<file path="src/rtl/ecp_turn_pkg.sv">
package ecp_turn_pkg;
  typedef enum logic [1:0] {
    PH_FWD = 2'd0,
    PH_REV = 2'd1,
    PH_UNK = 2'd2
  } phase_e;

  typedef enum logic [1:0] {
    ST_IDLE,
    ST_SETUP,
    ST_WAIT,
    ST_RECHECK
  } state_e;
endpackage

</file>
<file path="src/rtl/ecp_turn_sync.sv">
module ecp_turn_sync #(
  parameter int STAGES  = 2,
  parameter bit RST_VAL = 1'b1
) (
  input  logic clk_i,
  input  logic rst_ni,
  input  logic d_i,
  output logic q_o
);
  logic [STAGES-1:0] pipe_q;

  generate
    if (STAGES == 1) begin : g_one
      always_ff @(posedge clk_i or negedge rst_ni) begin
        if (!rst_ni) pipe_q <= RST_VAL;
        else         pipe_q <= d_i;
      end
    end else begin : g_many
      always_ff @(posedge clk_i or negedge rst_ni) begin
        if (!rst_ni) pipe_q <= {STAGES{RST_VAL}};
        else         pipe_q <= {pipe_q[STAGES-2:0], d_i};
      end
    end
  endgenerate

  assign q_o = pipe_q[STAGES-1];
endmodule

</file>
<file path="src/rtl/ecp_turn_timer.sv">
module ecp_turn_timer #(
  parameter int MAX_VAL = 16,
  parameter int CNT_W   = $clog2(MAX_VAL + 1)
) (
  input  logic             clk_i,
  input  logic             rst_ni,
  input  logic             load_i,
  input  logic [CNT_W-1:0] load_val_i,
  output logic             zero_o
);
  logic [CNT_W-1:0] cnt_q;

  // load N gives N cycles before zero_o
  always_ff @(posedge clk_i or negedge rst_ni) begin
    if (!rst_ni)               cnt_q <= '0;
    else if (load_i)           cnt_q <= load_val_i - CNT_W'(1);
    else if (cnt_q != '0)      cnt_q <= cnt_q - CNT_W'(1);
  end

  assign zero_o = (cnt_q == '0);


  no_overflow_chk: assert property (@(posedge clk_i) disable iff (!rst_ni)
    cnt_q <= CNT_W'(MAX_VAL - 1));


  park_at_zero_chk: assert property (@(posedge clk_i) disable iff (!rst_ni)
    (!load_i && zero_o) |=> zero_o);
endmodule

</file>
<file path="src/rtl/ecp_turn_fsm.sv">
module ecp_turn_fsm
  import ecp_turn_pkg::*;
#(
  parameter int CNT_W          = 8,
  parameter int SETUP_CYCLES   = 4,
  parameter int TIMEOUT_CYCLES = 16
) (
  input  logic             clk_i,
  input  logic             rst_ni,
  input  logic             req_rev_i,
  input  logic             req_fwd_i,
  input  logic             terminate_i,
  input  logic             ack_s_i,
  input  logic             tmr_zero_i,
  output logic             tmr_load_o,
  output logic [CNT_W-1:0] tmr_val_o,
  output logic             host_ack_o,
  output logic             rev_req_no,
  output logic             flush_o,
  output phase_e           phase_o,
  output logic             done_o,
  output logic             dev_err_o,
  output logic             proto_err_o
);
  state_e state_q;
  phase_e phase_q;
  logic   dir_fwd_q;  // 1: waiting for ack high, 0: waiting for ack low
  logic   host_ack_q, rev_req_q, flush_q;
  logic   done_q, dev_err_q, proto_err_q;

  logic any_req, go_rev, go_fwd, reject, ack_match, succeed, failing;

  always_comb begin
    any_req   = req_rev_i | req_fwd_i;
    go_rev    = (state_q == ST_IDLE) && req_rev_i && !req_fwd_i && (phase_q == PH_FWD);
    go_fwd    = (state_q == ST_IDLE) && req_fwd_i && !req_rev_i && (phase_q == PH_REV);
    reject    = any_req && !go_rev && !go_fwd;
    ack_match = (ack_s_i == dir_fwd_q);
    succeed   = ((state_q == ST_WAIT) || (state_q == ST_RECHECK)) && ack_match;
    failing   = (state_q == ST_RECHECK) && !ack_match;
    tmr_load_o = !terminate_i &&
                 (go_rev || go_fwd || ((state_q == ST_SETUP) && tmr_zero_i));
    tmr_val_o  = go_rev ? CNT_W'(SETUP_CYCLES) : CNT_W'(TIMEOUT_CYCLES);
  end

  always_ff @(posedge clk_i or negedge rst_ni) begin
    if (!rst_ni) begin
      state_q     <= ST_IDLE;
      phase_q     <= PH_FWD;
      dir_fwd_q   <= 1'b0;
      host_ack_q  <= 1'b1;
      rev_req_q   <= 1'b1;
      flush_q     <= 1'b0;
      done_q      <= 1'b0;
      dev_err_q   <= 1'b0;
      proto_err_q <= 1'b0;
    end else begin
      done_q      <= 1'b0;
      dev_err_q   <= 1'b0;
      proto_err_q <= 1'b0;
      if (terminate_i) begin
        state_q    <= ST_IDLE;
        phase_q    <= PH_FWD;
        host_ack_q <= 1'b1;
        rev_req_q  <= 1'b1;
        flush_q    <= 1'b0;
      end else begin
        proto_err_q <= reject;
        if (succeed) begin
          state_q <= ST_IDLE;
          flush_q <= 1'b0;
          done_q  <= 1'b1;
          if (dir_fwd_q) begin
            phase_q    <= PH_FWD;
            host_ack_q <= 1'b1;
          end else begin
            phase_q    <= PH_REV;
          end
        end else if (failing) begin
          state_q   <= ST_IDLE;
          flush_q   <= 1'b0;
          dev_err_q <= 1'b1;
          phase_q   <= PH_UNK;
        end else begin
          unique case (state_q)
            ST_IDLE: begin
              if (go_rev) begin
                state_q    <= ST_SETUP;
                dir_fwd_q  <= 1'b0;
                host_ack_q <= 1'b0;
                flush_q    <= 1'b1;
              end else if (go_fwd) begin
                state_q   <= ST_WAIT;
                dir_fwd_q <= 1'b1;
                rev_req_q <= 1'b1;
                flush_q   <= 1'b1;
              end
            end
            ST_SETUP: begin
              if (tmr_zero_i) begin
                state_q   <= ST_WAIT;
                rev_req_q <= 1'b0;
              end
            end
            ST_WAIT: begin
              if (tmr_zero_i) state_q <= ST_RECHECK;
            end
            default: state_q <= ST_IDLE;
          endcase
        end
      end
    end
  end

  assign host_ack_o  = host_ack_q;
  assign rev_req_no  = rev_req_q;
  assign flush_o     = flush_q;
  assign phase_o     = phase_q;
  assign done_o      = done_q;
  assign dev_err_o   = dev_err_q;
  assign proto_err_o = proto_err_q;


  rev_after_ack_chk: assert property (@(posedge clk_i) disable iff (!rst_ni)
    $fell(rev_req_q) |-> (!host_ack_q && $past(!host_ack_q)));


  release_keeps_ack_chk: assert property (@(posedge clk_i) disable iff (!rst_ni)
    ($rose(rev_req_q) && !host_ack_q) |-> flush_q);


  done_phase_chk: assert property (@(posedge clk_i) disable iff (!rst_ni)
    done_q |-> (phase_q != PH_UNK));


  err_unknown_chk: assert property (@(posedge clk_i) disable iff (!rst_ni)
    dev_err_q |-> ((phase_q == PH_UNK) && !done_q));


  flush_window_chk: assert property (@(posedge clk_i) disable iff (!rst_ni)
    (done_q || dev_err_q) |-> (!flush_q && $past(flush_q)));


  reject_no_change_chk: assert property (@(posedge clk_i) disable iff (!rst_ni)
    (proto_err_q && !done_q && !dev_err_q) |->
      ((phase_q == $past(phase_q)) && (host_ack_q == $past(host_ack_q))));


  unknown_sticky_chk: assert property (@(posedge clk_i) disable iff (!rst_ni)
    ((phase_q == PH_UNK) && !terminate_i) |=> (phase_q == PH_UNK));
endmodule

</file>
<file path="src/rtl/ecp_turn.sv">
module ecp_turn #(
  parameter int CLK_HZ         = 50_000_000,
  parameter int TURN_MS        = 35,
  parameter int SETUP_CYCLES   = 4,
  parameter int TIMEOUT_CYCLES = (CLK_HZ / 1000) * TURN_MS,
  parameter int SYNC_STAGES    = 2
) (
  input  logic       clk_i,
  input  logic       rst_ni,
  input  logic       req_rev_i,
  input  logic       req_fwd_i,
  input  logic       terminate_i,
  input  logic       ack_rev_ni,
  output logic       host_ack_o,
  output logic       rev_req_no,
  output logic       flush_o,
  output logic [1:0] phase_o,
  output logic       done_o,
  output logic       dev_err_o,
  output logic       proto_err_o
);
  import ecp_turn_pkg::*;

  localparam int MAX_CNT = (SETUP_CYCLES > TIMEOUT_CYCLES) ? SETUP_CYCLES : TIMEOUT_CYCLES;
  localparam int CNT_W   = $clog2(MAX_CNT + 1);

  logic             ack_s;
  logic             tmr_zero, tmr_load;
  logic [CNT_W-1:0] tmr_val;
  phase_e           phase;

  ecp_turn_sync #(.STAGES(SYNC_STAGES), .RST_VAL(1'b1)) u_sync (
    .clk_i (clk_i),
    .rst_ni(rst_ni),
    .d_i   (ack_rev_ni),
    .q_o   (ack_s)
  );

  ecp_turn_timer #(.MAX_VAL(MAX_CNT), .CNT_W(CNT_W)) u_timer (
    .clk_i     (clk_i),
    .rst_ni    (rst_ni),
    .load_i    (tmr_load),
    .load_val_i(tmr_val),
    .zero_o    (tmr_zero)
  );

  ecp_turn_fsm #(
    .CNT_W         (CNT_W),
    .SETUP_CYCLES  (SETUP_CYCLES),
    .TIMEOUT_CYCLES(TIMEOUT_CYCLES)
  ) u_fsm (
    .clk_i      (clk_i),
    .rst_ni     (rst_ni),
    .req_rev_i  (req_rev_i),
    .req_fwd_i  (req_fwd_i),
    .terminate_i(terminate_i),
    .ack_s_i    (ack_s),
    .tmr_zero_i (tmr_zero),
    .tmr_load_o (tmr_load),
    .tmr_val_o  (tmr_val),
    .host_ack_o (host_ack_o),
    .rev_req_no (rev_req_no),
    .flush_o    (flush_o),
    .phase_o    (phase),
    .done_o     (done_o),
    .dev_err_o  (dev_err_o),
    .proto_err_o(proto_err_o)
  );

  assign phase_o = phase;
endmodule

</file>
<file path="config.mk">
export PLATFORM = sky130hd
export DESIGN_NAME = ecp_turn
export DESIGN_NICKNAME = d
export VERILOG_FILES = /design/src/rtl/ecp_turn_pkg.sv /design/src/rtl/ecp_turn_sync.sv /design/src/rtl/ecp_turn_timer.sv /design/src/rtl/ecp_turn_fsm.sv /design/src/rtl/ecp_turn.sv
export SDC_FILE = /design/constraint.sdc
export NUM_CORES = 1
export LEC_CHECK = 0
export BUFFER_PORTS_ARGS = -buffer_cell sky130_fd_sc_hd__buf_4
export CAP_MARGIN = 20
export CORE_UTILIZATION = 24
export CTS_CLUSTER_SIZE = 10
export DETAILED_ROUTE_END_ITERATION = 12
export SYNTH_ARGS = -nofsm -noshare
export SYNTH_HDL_FRONTEND = slang
export SYNTH_HIERARCHICAL = 1
export SYNTH_SLANG_ARGS = --single-unit
</file>
<file path="constraint.sdc">
create_clock -name clk_i -period 4.1 [get_ports clk_i]
set_input_delay 0.41 -clock clk_i [delete_from_list [all_inputs] [get_ports clk_i]]
set_output_delay 0.41 -clock clk_i [all_outputs]
set_load 0.05 [all_outputs]
</file>
# --- Word-level counts from Yosys, hierarchy flattened ---
# Index checks and enable logic that the tools add are counted.
totals:
  register_bits: 34
  in_bits: 6
  word_cells: 110
classes:
  n_addsub: 2
  eq_ne: 15
  mux: 40
  bitwise: 4
  n_reduce_logical: 38
ops:
  columns: ["op", "count"]
  rows:
  - ["$mux 21", 3]
  - ["$sub 21x1->21 const B", 2]
  - ["$mux 1", 25]
  - ["$logic_not 21->1", 1]
  - ["$reduce_bool 21->1", 1]
  - ["$mux 2", 10]
  - ["$logic_and 1x1->1", 12]
  - ["$ne 3x2->1 const B", 4]
  - ["$reduce_bool 3->1", 4]
  - ["$ne 5x2->1 const B", 2]
  - ["$logic_not 1->1", 6]
  - ["$ne 6x2->1 const B", 1]
  - ["$pmux 2 s3", 1]
  - ["$reduce_and 6->1", 1]
  - ["$reduce_and 5->1", 1]
  - ["$reduce_bool 5->1", 1]
  - ["$eq 2x1->1 const B", 2]
  - ["$eq 2x2->1 const B", 2]
  - ["$logic_not 2->1", 2]
  - ["$ne 2x2->1 const B", 2]
  - ["$reduce_and 4->1", 1]
  - ["$reduce_bool 2->1", 2]
  - ["$reduce_bool 4->1", 1]
  - ["$logic_or 1x1->1", 3]
  - ["7 further kinds", 9]

# --- Longest topological paths before layout ---
# Gate-level depths: netlist (run 1).
depth:
  depth_word: 10
  mapped_depth: 15
  mapped_depth_nobuf: 12

# --- Hierarchy ---
# The synthesis (run 1) kept the hierarchy.
by_module_without_submodules:
  columns: ["mod", "instances", "cells_per_inst", "area_each_um2"]
  rows:
  - ["ecp_turn_timer", 1, 182, 1597.8]
  - ["ecp_turn_fsm", 1, 89, 809.5]
  - ["ecp_turn_sync", 1, 2, 52.6]

# --- Worst setup path after synthesis (run 1) ---
# No wires, ideal clock.
synth_path:
  path_type: "reg-to-reg"
  start: "register u_fsm.phase_q[0], in the netlist u_fsm/phase_o[0]"
  end: "register u_timer.cnt_q[16]"
  setup_ns: 0.140
  arrival_time_ns: 3.983
  required_time_ns: 3.960
  setup_slack_ns: -0.023
  path_stages_with_launch: 15
  period_less_slack_ns: 4.123
  cell_sequence: "dfrtp_1 or3b_2 o21ai_0 a22oi_1 nor2_1 buf_2 clkbuf_1 clkbuf_1 mux2i_1 ha_1 o211ai_1 or3b_1 nor2_1 xnor2_1 o22ai_1"
synth_between:
  elab_chain_len: 6
synth_rtl:
  columns: ["item", "line_no", "rtl"]
  rows:
  - ["from (decl)", "ecp_turn_fsm.sv:26", "phase_e phase_q;"]
  - ["from (signal assigned)", "ecp_turn_fsm.sv:49", "phase_q <= PH_FWD;"]
  - ["from (signal assigned)", "ecp_turn_fsm.sv:63", "phase_q <= PH_FWD;"]
  - ["from (signal assigned)", "ecp_turn_fsm.sv:74", "phase_q <= PH_FWD;"]
  - ["$eq 2x1->1 or $logic_not 2->1 (tied branches)", "ecp_turn_fsm.sv:36, ecp_turn_fsm.sv:35", null]
  - ["$logic_and 1x1->1 (on tied branches)", "ecp_turn_fsm.sv:36, ecp_turn_fsm.sv:35", null]
  - ["$logic_or 1x1->1 * (2 in a row)", "ecp_turn_fsm.sv:42", "(go_rev || go_fwd || ((state_q == ST_SETUP) && tmr_zero_i));"]
  - ["$logic_and 1x1->1 *", "ecp_turn_fsm.sv:41", "tmr_load_o = !terminate_i &&"]
  - ["via tmr_load", "ecp_turn.sv:28", "logic tmr_zero, tmr_load;"]
  - ["$mux 21 or $reduce_bool 2->1 (tied branches)", null, null]
  - ["to (signal assigned)", "ecp_turn_timer.sv:16", "else if (load_i) cnt_q <= load_val_i - CNT_W'(1);"]
  - ["to (signal assigned)", "ecp_turn_timer.sv:17", "else if (cnt_q != '0) cnt_q <= cnt_q - CNT_W'(1);"]
  - ["to (decl)", "ecp_turn_timer.sv:11", "logic [CNT_W-1:0] cnt_q;"]
# The timed path passes the listed nets; every way through them passes the cells marked *.
# A chain may end at the register's enable or synchronous reset.

# --- Final worst setup path (run 1) ---
# Same ends and word-level chain as after synthesis.

==> impl_metrics.csv, run 1 <==
group,metric,value,unit
status,outcome,"completed",
clock_network,clock_path_buffers,2,
route,detailroute.wirelength.met2,2640,um
synth,synth_cell_type_count,64,
route,drt-initial-drc-count,144,
synth,syn-mean-instance-area,9.01,um^2
synth,netlist_area,0.00246,mm^2
placement,place.port_buffers,13,
global_routing,grt_max_degree,37,
placement,gp_congestion,0.892,
setup_path,worst_ep_arrival_time,3.74,ns
setup_path,rr_endpoint,"u_timer/cnt_q[16]",
sta,final.min_clock_period,3.60,ns
route,met1_length,2660,um
global_routing,grt_antenna_before_repair,0,
floorplanning,floorplan.rows,36,
setup_path,worst_path_max_delay_cell,"or3b_1",
route,first_pass_iters,4,
setup_path,worstRegToRegCells,11,
setup_path,timing.critical_path.to_type,"flip-flop",
layout,area.growth.synth_to_final,12.1,%
synth,async_flop_share,100,%
global_routing,grt_overflow,0,
synth,postSynthCellCount,273,
sta,layout_worst_path_cycle_share,87.7,%
setup_path,worst-endpoint-required,4.24,ns
placement,dpl_worst_slack,0.456,ns
power,power.total,0.00176,W
clock_network,path_clk_slew,0.07,ns
sta,skew,0.00868,ns
sta,timing_worst_slew_pin_value,0.603,ns
placement,place_hpwl,3950,um
sta,layout_setup_ws,0.504,ns
floorplanning,placeableCoreArea,0.00986,mm^2
route,wire_per_inst,13.6,um
floorplanning,floorplan.initialDensity,24.9,%
layout,antennaDiodeCount,0,
route,highest_metal_layer_with_signal_wires,"met4",
power,power.ir.vdd_worst,0.173,mV
floorplanning,die_w,103,um
synth,postSynth.topFlopCell,"dfrtp_1",
global_routing,grt_first_pass_wirelength,9360,um
run,drv_cap,0,
clock_network,cts.htree.levels,2,
power,power_density,637,mW/mm^2
global_routing,first_global_vias,1851,
layout,mostFrequentLayoutCell,"dfrtp_1",
worst_hold_path,hp-class,"input port to async pin",
floorplanning,fp.dieH,103,um
clock_network,cts_sinks,34,
clock_network,post_cts_resized,0,
clock_network,ctsRootBufferMaster,"clkbuf_8",
layout,final_cell_mix,"dfrtp_1 (29), nor2_1 (22), nor3_1 (22), buf_4 (19), xnor2_1 (19)",
setup_path,critPathLaunchType,"flip-flop",
sta,timing.fmax,278,MHz
floorplanning,top_level_ports,14,
clock_network,cts_setup_buffers,0,
sta,fin_setup_tns,0,ns
floorplanning,die-area,0.0107,mm^2
route,route.final.wire_length,5600,um
synth,synth_enable_flop_cells,0,
route,vias_per_cell,4.90,
route,drc,0,
setup_path,critical_path_cell_sequence,"or3b_2, o21ai_0, a22oi_1, nor2_2, mux2i_1, ha_1, o211ai_1, or3b_1, nor2_1, xnor2_1, o22ai_1",
clock_network,post_cts_hold_buffer_count,0,
clock_network,numCtsBuffers,5,
sta,worst_slew_margin_rel,59.4,%
clock_network,cts_tree,"built",
setup_path,critPathMaxFanout,8,
route,vias,2019,
layout,postLayoutCoreUtil,27.9,%
power,power.static_leakage,1.02,nW
synth,ys_warn_count,6,
synth,ys_seq_elements,34,
route,antenna_left,0,
layout,final_net_count,289,
route,met3_wirelength,216,um
sta,setup_repair_after_global_routing_missed_its_margin,"no",
layout,post_route_cells_drive_above_1_share,16.5,%
sta,timing.final.hold_violations,0,
setup_path,timing.critical_path.slowest_cell_delay,0.52,ns
setup_path,rr_startpoint,"u_fsm/phase_o[0]",
setup_path,setup.reg_to_reg.worst_slack,0.50,ns
sta,timing_max_transition_violations_final,0,
clock_network,clock_insertion_delay_worst_skew,0.29,ns
sta,setup_viol,0,
global_routing,globalRouteTotalUtil,11.3,%
synth,synth.yosys.seq_area_share,34.8,%
setup_path,worstSetupPathType,"flip-flop to flip-flop",
-- sequential cells by signal, summed over array words and instances (netlist names), 2 cells and up --
register	flops
u_fsm/phase_o	2
u_fsm/state_q	2
u_sync/pipe_q	2
u_timer/cnt_q	21
-- metal layers --
| layer | up-vias | GRT usage [%] |
|---|---|---|
| met2 | 40 | 17.7 |
| li1 | 979 | - |
| met3 | 5 | 2.08 |
| met5 | - | 0 |
| met1 | 995 | 15.6 |
| met4 | 0 | 4.33 |
-- worst max-delay path, delay by kind of cell, from the launching register on --
family | cells | cell delay [ns]
xor+xnor | 1 | 0.14
mux | 1 | 0.35
compound gates | 4 | 0.66
fa+ha+maj | 1 | 0.34
simple gates | 4 | 1.50
flops | 1 | 0.46
-- worst max-delay path by stage --
stage | from | end | cells after the start
2_1_floorplan | u_fsm/phase_o[0] | u_timer/cnt_q[16] | 14
3_3_place_gp | req_fwd_i | u_timer/cnt_q[16] | 12
3_5_place_dp | req_fwd_i | u_timer/cnt_q[16] | 12
4_1_cts | u_fsm/phase_o[0] | u_timer/cnt_q[16] | 11
5_1_grt | u_timer/cnt_q[8] | u_timer/cnt_q[17] | 12
6_report | u_fsm/phase_o[0] | u_timer/cnt_q[16] | 11
-- cell type report --
cell class	count	area, um^2
sequential	34	857
tap	133	166
timing repair buffer	19	143
multi-input combinational	210	1420
clock buffer	6	82.6
fill	1050	7110
clock inverter	2	60.1
inverter	8	30.0
-- synthesized netlist by cell type (all sizes together) (6+ instances only) --
master | n | area (um^2)
o22ai | 17 | 113
nand2 | 10 | 37.5
nor3b | 7 | 57.6
nor2 | 25 | 104
a21oi | 12 | 60.1
o21ai | 6 | 30.0
xor2 | 13 | 114
buf | 23 | 166
dfrtp | 30 | 751
nor3 | 23 | 120
inv | 8 | 30.0
or3 | 7 | 48.8
xnor2 | 19 | 166
-- power by group --
group	total, W	internal [W]	switching (W)
Sequential	0.000622	0.000464	0.000157
Clock	0.000390	0.000259	0.000130
Combinational	0.000746	0.000332	0.000413
Total	0.00176	0.00106	0.000701
-- metrics by stage --
step | hold WS, ns | std cells | instance area, um^2
global route | 0.0930 | 412 | 2760
CTS | 0.0762 | 412 | 2760
floorplan | 0.114 | 280 | 2490
global placement | 0.347 | 404 | 2610
detailed placement | 0.348 | 404 | 2610
finish | 0.0677 | 412 | 2760
-- cells by family (layout without fill, tap and decap cells) --
logic type	count (synthesis)	after routing	share of synthesized area [%]
compound gates	62	62	17.8
flops	34	34	34.8
simple gates	99	99	23.0
xor+xnor	32	32	11.4
buf+inv	36	35	8.75
other cells	1	8	0.152
mux	4	4	1.63
fa+ha+maj	5	5	2.54
Power figures use the tool's default switching activity.
==> run 2: changes to the inputs <==
--- a/config.mk
+++ b/config.mk
@@ -8,6 +8,7 @@
 export BUFFER_PORTS_ARGS = -buffer_cell sky130_fd_sc_hd__buf_4
 export CAP_MARGIN = 20
 export CORE_UTILIZATION = 24
+export CTS_BUF_LIST = sky130_fd_sc_hd__clkbuf_16
 export CTS_CLUSTER_SIZE = 10
 export DETAILED_ROUTE_END_ITERATION = 12
 export SYNTH_ARGS = -nofsm -noshare
==> impl_metrics.csv, run 2 (synthesis gave the netlist of run 1 again) <==
group,metric,value,unit
status,outcome,"completed",
sta,timing.final.hold_violations,0,
global_routing,globalRouteTotalUtil,11.4,%
global_routing,first_global_vias,1861,
layout,area.sequential,857,um^2
clock_network,ctsRootBufferMaster,"clkbuf_16",
floorplanning,die-area,0.0107,mm^2
setup_path,worst-endpoint-required,4.23,ns
clock_network,post_cts_hold_buffer_count,0,
sta,final.min_clock_period,3.59,ns
sta,worst_slew_margin_rel,61.2,%
placement,place_hpwl,3950,um
layout,post_route_cells_drive_above_1_share,16.1,%
placement,gp_congestion,0.892,
setup_path,timing.critical_path.to_type,"flip-flop",
clock_network,cts_sinks,34,
route,antenna_left,0,
layout,multi_input_comb_area,0.00142,mm^2
floorplanning,floorplan.initialDensity,24.9,%
setup_path,worstRegToRegCells,12,
setup_path,worst_ep_arrival_time,3.71,ns
route,vias_per_cell,4.89,
sta,timing_worst_slew_pin_value,0.575,ns
route,vias,2013,
placement,dpl_worst_slack,0.456,ns
floorplanning,placeableCoreArea,0.00986,mm^2
power,power.ir.vdd_worst,0.158,mV
clock_network,clock_insertion_delay_worst_skew,0.28,ns
clock_network,clock_path_buffers,2,
sta,timing_max_transition_violations_final,0,
power,power_density,662,mW/mm^2
layout,final_cell_mix,"dfrtp_1 (29), nor2_1 (22), nor3_1 (22), buf_4 (19), xnor2_1 (19)",
route,first_pass_iters,4,
run,drv_cap,0,
route,drc,0,
setup_path,critPathMaxFanout,7,
clock_network,post_cts_resized,0,
setup_path,critPathLaunchType,"flip-flop",
sta,layout_worst_path_cycle_share,87.5,%
floorplanning,die_w,103,um
layout,fillerInstances,1044,
clock_network,cts_setup_buffers,0,
sta,setup_viol,0,
floorplanning,floorplan.rows,36,
clock_network,numCtsBuffers,5,
route,wire_per_inst,13.6,um
global_routing,grt_max_degree,37,
layout,layoutNonFillerInstCount,412,
route,drt-initial-drc-count,124,
layout,antennaDiodeCount,0,
global_routing,grt_overflow,0,
sta,skew,0.00490,ns
power,power.static_leakage,1.04,nW
clock_network,cts.htree.levels,2,
power,power.total,0.00185,W
layout,largest_register,"u_timer/cnt_q",
setup_path,worstSetupPathType,"flip-flop to flip-flop",
sta,layout_setup_ws,0.515,ns
clock_network,cts_tree,"built",
layout,mostFrequentLayoutCell,"dfrtp_1",
route,route.final.wire_length,5600,um
layout,final_net_count,289,
floorplanning,top_level_ports,14,
layout,largest_register_ff_count,21,
worst_hold_path,hp-class,"input port to async pin",
sta,timing.fmax,279,MHz
global_routing,grt_first_pass_wirelength,9450,um
layout,area.growth.synth_to_final,13.9,%
layout,postLayoutCoreUtil,28.4,%
global_routing,grt_antenna_before_repair,0,
floorplanning,fp.dieH,103,um
sta,setup_repair_after_global_routing_missed_its_margin,"no",
placement,place.port_buffers,13,
sta,fin_setup_tns,0,ns
placement,placed_cells,404,
clock_network,path_clk_slew,0.05,ns
run 2: worst max-delay path: stages (launching register included):
cell and delay [ns]:
dfrtp_1 0.45, nor4_1 0.34, nand3_1 0.16, nor2_1 0.19, a22oi_1 0.12, nor2_2 0.26, mux2i_1 0.34, ha_1 0.33
o211ai_1 0.26, or3b_1 0.52, nor2_1 0.22, xnor2_1 0.14, o22ai_1 0.10
run 2: path summary, 6_finish.rpt:
kind | startpoint | end | slack [ns]
max in group asynchronous | rst_ni | u_fsm/rev_req_no | 3.67
max | u_timer/cnt_q[8] | u_timer/cnt_q[16] | 0.51
min reg2reg | u_sync/pipe_q[0] | u_sync/pipe_q[1] | 0.36
min in group clk_i | ack_rev_ni | u_sync/pipe_q[0] | 0.23
max reg2reg | u_timer/cnt_q[8] | u_timer/cnt_q[16] | 0.51
min | rst_ni | u_fsm/dev_err_o | 0.08
run 2: through the flow:
stage	area (um^2)	hold WS, ns
after detailed placement	2610	0.348
after CTS	2800	0.0961
after global routing	2800	0.117
final	2800	0.0810
after floorplan	2490	0.114
after global placement	2610	0.347
run 2: layout make-up:
| type | count | area share, % |
|---|---|---|
| clock buffers | 5 | 4.46 |
| inverters | 8 | 1.07 |
| flip-flops and latches | 34 | 30.6 |
| clock inverters | 3 | 2.28 |
| repair buffers | 19 | 5.09 |
| multi-input cells | 210 | 50.6 |
| well taps | 133 | 5.94 |
run 2: report_power, final:
part | switching [W] | internal (W) | total (W) | leakage (nW)
combinational | 0.000411 | 0.000332 | 0.000743 | 0.534
clock | 0.000142 | 0.000346 | 0.000488 | 0.0915
sequential | 0.000158 | 0.000465 | 0.000623 | 0.415
run 2: per-layer routing:
metal | GRT usage, % | wire, um | vias up
li1 | - | - | 981
met1 | 15.8 | 2730 | 993
met2 | 17.7 | 2640 | 34
met3 | 2.15 | 150 | 5
met4 | 4.33 | 82 | 0
met5 | 0 | 0 | -
